### config.mk
export PLATFORM = sky130hd
export DESIGN_NAME = softstart_fault_seq
export DESIGN_NICKNAME = d
export VERILOG_FILES = /design/src/rtl/softstart_fault_seq.sv
export SDC_FILE = /design/constraint.sdc
export NUM_CORES = 1
export LEC_CHECK = 0
export ABC_AREA = 1
export BUFFER_PORTS_ARGS = -buffer_cell sky130_fd_sc_hd__buf_4
export CORE_MARGIN = 3
export CORE_UTILIZATION = 55
export CTS_CLUSTER_DIAMETER = 120
export DETAILED_ROUTE_END_ITERATION = 10
export GPL_ROUTABILITY_DRIVEN = 0
export PLACE_DENSITY = 0.82
export REMOVE_ABC_BUFFERS = 1
export SYNTH_ARGS = -nofsm -noshare
export SYNTH_HDL_FRONTEND = slang
export SYNTH_SLANG_ARGS = --single-unit
### constraint.sdc
create_clock -name clk -period 4.3 [get_ports clk]
set_input_delay 1.075 -clock clk [delete_from_list [all_inputs] [get_ports clk]]
set_output_delay 1.075 -clock clk [all_outputs]
set_load 0.03 [all_outputs]
### src/rtl/softstart_fault_seq.sv
module softstart_fault_seq #(
  parameter int LVL_W       = 10,
  parameter int SUP_W       = 8,
  parameter int FULL_LVL    = 720,
  parameter int RESTART_LVL = 72,
  parameter int UP_STEP     = 1,
  parameter int DN_STEP     = 18,
  parameter int START_TH    = 160,
  parameter int STOP_TH     = 100
) (
  input  logic             clk,
  input  logic             rst_n,
  input  logic [SUP_W-1:0] supply,
  input  logic             ovc,
  input  logic [LVL_W-1:0] duty_req,
  output logic             out_en,
  output logic [LVL_W-1:0] ss_level,
  output logic [LVL_W-1:0] duty_lim
);

  localparam logic [LVL_W-1:0] FULL = LVL_W'(FULL_LVL);
  localparam logic [LVL_W-1:0] RST  = LVL_W'(RESTART_LVL);
  localparam logic [LVL_W:0]   UPW  = (LVL_W+1)'(UP_STEP);
  localparam logic [LVL_W-1:0] DNW  = LVL_W'(DN_STEP);

  typedef enum logic [2:0] {
    S_LOCK, S_CHG, S_RUN, S_WAIT_FULL, S_DISCH
  } st_t;

  st_t st, st_nx;
  logic uv_ok;
  logic [LVL_W-1:0] lvl, lvl_nx, lvl_up, lvl_dn;
  logic [LVL_W:0] sum;

  always_ff @(posedge clk or negedge rst_n)
    if (!rst_n) uv_ok <= 1'b0;
    else if (!uv_ok && supply >= SUP_W'(START_TH)) uv_ok <= 1'b1;
    else if (uv_ok && supply < SUP_W'(STOP_TH)) uv_ok <= 1'b0;

  assign sum    = {1'b0, lvl} + UPW;
  assign lvl_up = (sum >= {1'b0, FULL}) ? FULL : sum[LVL_W-1:0];
  assign lvl_dn = (lvl > DNW) ? lvl - DNW : '0;

  always_comb begin
    st_nx  = st;
    lvl_nx = lvl;
    if (!uv_ok) begin
      st_nx  = S_LOCK;
      lvl_nx = '0;
    end else begin
      case (st)
        S_LOCK: begin
          st_nx  = S_CHG;
          lvl_nx = '0;
        end
        S_CHG: begin
          lvl_nx = lvl_up;
          if (ovc) st_nx = S_WAIT_FULL;
          else if (lvl_up == FULL) st_nx = S_RUN;
        end
        S_RUN:
          if (ovc) st_nx = S_DISCH;
        S_WAIT_FULL:
          if (lvl == FULL) st_nx = S_DISCH;
          else lvl_nx = lvl_up;
        S_DISCH:
          if (lvl <= RST) st_nx = S_CHG;
          else lvl_nx = lvl_dn;
        default: begin
          st_nx  = S_LOCK;
          lvl_nx = '0;
        end
      endcase
    end
  end

  always_ff @(posedge clk or negedge rst_n)
    if (!rst_n) begin
      st  <= S_LOCK;
      lvl <= '0;
    end else begin
      st  <= st_nx;
      lvl <= lvl_nx;
    end

  assign out_en   = (st == S_CHG) || (st == S_RUN);
  assign ss_level = lvl;
  assign duty_lim = !out_en ? '0 : (duty_req < lvl) ? duty_req : lvl;

  always_comb begin
    AST_LVL_CAP: assert (!rst_n || lvl <= FULL);
    AST_DUTY_CAP: assert (!rst_n || (duty_lim <= lvl && duty_lim <= duty_req));
  end

  AST_OC_DROP: assert property (@(posedge clk) disable iff (!rst_n)
    (out_en && ovc && uv_ok) |=> !out_en);
  AST_WAIT_RISE: assert property (@(posedge clk) disable iff (!rst_n)
    (st == S_WAIT_FULL && lvl != FULL && uv_ok) |=> (lvl > $past(lvl) && !out_en));
  AST_DISCH_FALL: assert property (@(posedge clk) disable iff (!rst_n)
    (st == S_DISCH && lvl > RST && uv_ok) |=> (lvl < $past(lvl) && !out_en));
  AST_LOCK_HOLD: assert property (@(posedge clk) disable iff (!rst_n)
    !uv_ok |=> (!out_en && lvl == '0));

endmodule

Word level (Yosys, flattened, before mapping)

Index checks and enable logic that the tools add are counted.

Register bits after elaboration: 14
Input bits: 21
Output and inout bits: 21
Logic and storage cells: 49

$add $sub $neg: 2
$lt $le $gt $ge: 6
Equality and inequality tests: 13
Mux-type cells: 17
Reduce and logical (&&, ||, !) cells: 8

Operators with widths:

| cell                                                            | number |
|---|---|
| 2-to-1 mux 10 bit                                               | 7 |
| case mux 10 bit (4 select lines)                                | 1 |
| == test 10 bit, second input constant                           | 2 |
| 2-to-1 mux 3 bit                                                | 6 |
| != test 3 bit, second input constant                            | 5 |
| case mux 3 bit (5 select lines)                                 | 1 |
| adder 10 x 1 -> 11 bit, second input constant                   | 1 |
| >= comparator 11 x 10 -> 1 bit, second input constant           | 1 |
| greater-than comparator 10 x 5 -> 1 bit, second input constant  | 1 |
| less-or-equal comparator 10 x 7 -> 1 bit, second input constant | 1 |
| less-than comparator 10 bit                                     | 1 |
| subtractor 10 x 5 -> 10 bit, second input constant              | 1 |
| >= comparator 8 bit, second input constant                      | 1 |
| less-than comparator 8 x 7 -> 1 bit, second input constant      | 1 |
| == test 3 x 2 -> 1 bit, second input constant                   | 2 |
| != test 4 bit, second input constant                            | 1 |
| AND reduction 4 bit                                             | 1 |
| == test 3 x 1 -> 1 bit, second input constant                   | 1 |
| == test 3 bit, second input constant                            | 1 |
| logical NOT 3 bit                                               | 1 |
| AND reduction 3 bit                                             | 1 |
| logical AND 1 bit                                               | 2 |
| 2-to-1 mux 1 bit                                                | 2 |
| != test 2 bit, second input constant                            | 1 |
| 3 further kinds                                                 | 3 |

Logic depth before layout (Yosys ltp)

Depth in word-level cells: 8
Gate-level depth with buffers: 15
Depth with buffers taken out: 15

Least setup slack after synthesis

OpenSTA, ideal clock, no wires.

Path type: input-to-output
Start point: in duty_req[5]
End point: out duty_lim[0]
Arrival time: 2.493 ns
Data required time: 3.225 ns
Path slack: 0.732 ns
Stages on the path: 8
Buffers on the path: 1
Path through: ha_1 > nand2_1 > o21ai_0 > nand2_1 > o2111ai_1 > clkbuf_1 > o21ai_0 > nor2_1

Cells in the longest elaborated chain, start to end: 3

RTL lines:

| element                         | RTL line | source |
|---|---|---|
| start: declaration              | 15       | `input logic [LVL_W-1:0] duty_req,` |
| less-than comparator 10 bit     | 88       | `assign duty_lim = !out_en ? '0 : (duty_req < lvl) ? duty_req : lvl;` |
| 2-to-1 mux 10 bit (2 in series) | 88       |  |
| end: declaration                | 18       | `output logic [LVL_W-1:0] duty_lim` |

Every way passes these cells.

Worst setup path in the final report

Start point: in duty_req[9]
End point: out duty_lim[0]

Same word-level chain as after synthesis.

==> metrics.md <==
| Metric | Value |
|---|---|
| Setup WS pre-CTS | roughly 0.65 ns |
| Syn avg cell area | 6.01 um2 |
| Hold_buf cts | 0 |
| Peak VDD IR | between 200 and 300 uV |
| RSZ-0062 raised after global routing | false |
| FF+latch area | about 350 um2 |
| Post-synthesis register bit count | 14 |
| # Post-CTS Setup Buffers | 0 |
| Min-Delay Path Class | register to register |
| Slew at the pin with the worst max-slew slack | between 1 and 1.5 ns |
| Core ar. | ~2800 um2 |
| Top_reg_cell synth | dfrtp_1 |
| Final Max Tran Viols | 0 |
| Final WL | 4100 um |
| Final setup TNS | 0 ns |
| Unique masters post-synth | 28 |
| Post-detail-place hpwl | ~3200 um |
| Area delta synth->final | 19.5% |
| CP max FO | 20 |
| H-tree depth | 1 |
| Layout Utilization | a little over 70% |
| Pin count of the biggest net entering global routing | 21 |
| Nets | ~350 |
| Post-synth ARST share | 100% |
| IO Port Bufs | 39 |
| Number of synthesized flops with an enable pin | 0 |
| Max Cap Viol | 0 |
| Most common cell after layout, fill and taps aside | nand2_1 |
| Num CTS Buffers | 3 |
| Most frequent cells in the layout | nand2_1 (100), buf_4 (41), nor2_1 (34) |
| Status | finished, final reports clean |
| Dominant cells by area after synthesis | nand2_1 (23%), dfrtp_1 (21%), ha_1 (11%), nor2_1 (7.7%), inv_1 (6.1%) |
| I/O pin count | 42 |
| Worst endpoint data arrival time | ~2.6 ns |
| Routed Antenna Nets | 0 |
| Die Width | 61.0 um |
| # clock sinks | 14 |
| # setup viols final | 0 |
| Worst Skew | between 0.002 and 0.003 ns |
| Via count | around 1800 |
| Chip Height | slightly above 60 um |
| Vias per inst | ~5.3 |
| Crit start category | input port |
| Worst-path clk slew | 0.08 ns |
| Global-route wire length before repair | around 6800 um |
| Root buf cell | clkbuf_4 |
| Vias in the first global route | 1600 |
| Leakage | between 1 and 1.5 nW |
| Multi-input gate area | around 1100 um2 |
| Pwr/cell area | approximately 290 nW/um2 |
| Final period util | 84.3% |
| Initial antenna violation count | 0 |
| Share of Yosys cell area claimed by the top area cell type | 22.5% |
| Fill cells | around 270 |
| Sequential cell area fraction in the yosys report | 21.0% |
| Dominant cell type by area after synthesis | nand2_1 |
| CP required | about 3.2 ns |
| Final hold violation count | 0 |
| Layout cells sized above 1 | between 15 and 20% |
| Initial Util | around 59% |
| Synthesized cell area | between 1500 and 2000 um2 |
| Post-Syn Instances | roughly 280 |
| Drt drc | 0 |
| Yosys warns | 0 |
| CTS Buffer Depth | 2 |
| Slew Limit Headroom | roughly 22% |
| Maximum clock frequency | 0.276 GHz |
| Cts repair resizes | 0 |
| Tmin final | between 3 and 4 ns |
| CP Capture Type | primary output |
| GRT Overall Usage | 23.4% |
| Remaining Overflow, GRT | 0 |
| Routed len/inst | about 12 um |
| Die area | about 3700 um2 |
| Clock latency on the worst-skew pair | 0.28 ns |
| 1st-pass router iterations | 4 |
| Row count | 19 |
| Post-route setup slack | 0.674 ns |
| Initial DRC Count | 98 |
| TritonCTS clock tree | yes |
| Critical path type | input port to primary output |
| N_diodes | 0 |
==> routing by layer <==
metal	global-route usage, %	up-vias	routed length (um)
li1	-	956	-
met1	32.7	805	1930
met2	37.0	54	1890
met3	5.66	0	277
met4	4.02	0	0
met5	0	-	0
==> logic make-up (layout without fill, tap and decap cells) <==
logic type	after synthesis	count (layout)	synth area share [%]
adders and majority gates	14	14	10.5
AOI/OAI and AO/OA	31	31	10.1
and+or+nand+nor	170	170	43.6
xor gates and xnor gates	9	9	4.73
DFF	14	14	21.0
buffers and inverters	39	74	9.99
==> worst max-delay path, stage by stage <==
cell and delay, ns:
buf_4 0.11, ha_1 0.28, nand2_1 0.08, nor2_1 0.14, o211ai_1 0.12, o2111ai_1 0.09
buf_4 0.25, o21ai_0 0.10, nor2_1 0.14, buf_4 0.17
==> cells in the mapped netlist (2+ instances only) <==
| master | instances |
|---|---|
| a21oi_1 | 7 |
| dfrtp_1 | 14 |
| buf_2 | 4 |
| nand2_1 | 100 |
| buf_4 | 4 |
| ha_1 | 14 |
| nor3_1 | 6 |
| nand3_1 | 19 |
| clkbuf_1 | 2 |
| o21ai_0 | 10 |
| o21ai_1 | 8 |
| nand4_1 | 5 |
| inv_2 | 2 |
| nand3_2 | 2 |
| xor2_1 | 8 |
| nor2_1 | 34 |
| inv_1 | 27 |
==> worst paths after layout <==
| path | slack [ns] | startpoint | to | cells past startpoint |
|---|---|---|---|---|
| min in group asynchronous | 0.62 | rst_n | ss_level[4] | 1 |
| worst min register to register | 0.54 | st[1] | st[1] | 2 |
| worst max-delay path | 0.67 | duty_req[9] | duty_lim[0] | 10 |
| worst max register to register | 1.82 | ss_level[1] | ss_level[7] | 9 |
| max in group asynchronous | 3.51 | rst_n | ss_level[5] | 1 |
| worst min-delay path | 0.54 | st[1] | st[1] | 2 |
==> registers in the layout (all words and copies together) (netlist names) <==
signal,count
ss_level,10
st,3
uv_ok,1
==> through the flow <==
stage / cell area, um2 / power, mW / std cells / hold WS (ns)
2_1_floorplan: 1610 / 0.377 / 267 / 0.479
5_1_grt: 1990 / 0.629 / 343 / 0.608
3_3_place_gp: 1950 / 0.489 / 339 / 0.517
3_5_place_dp: 1950 / 0.494 / 339 / 0.526
6_report: 1990 / 0.586 / 343 / 0.544
4_1_cts: 1990 / 0.588 / 343 / 0.548
==> cell type report <==
| type | instances | share of cell area [%] |
|---|---|---|
| Multi-Input combinational cell | 224 | 57.7 |
| Inverter | 29 | 5.47 |
| Timing Repair Buffer | 41 | 15.5 |
| Tap cell | 31 | 1.95 |
| Clock buffer | 4 | 1.82 |
| Sequential cell | 14 | 17.6 |
==> report_power, final <==
| part | total (mW) | switching, mW | internal [mW] |
|---|---|---|---|
| Combinational | 0.327 | 0.215 | 0.112 |
| Clock | 0.0943 | 0.0428 | 0.0516 |
| Sequential | 0.164 | 0.0187 | 0.146 |
| Total | 0.586 | 0.277 | 0.309 |
No activity file was read; power rests on OpenSTA's default activity.
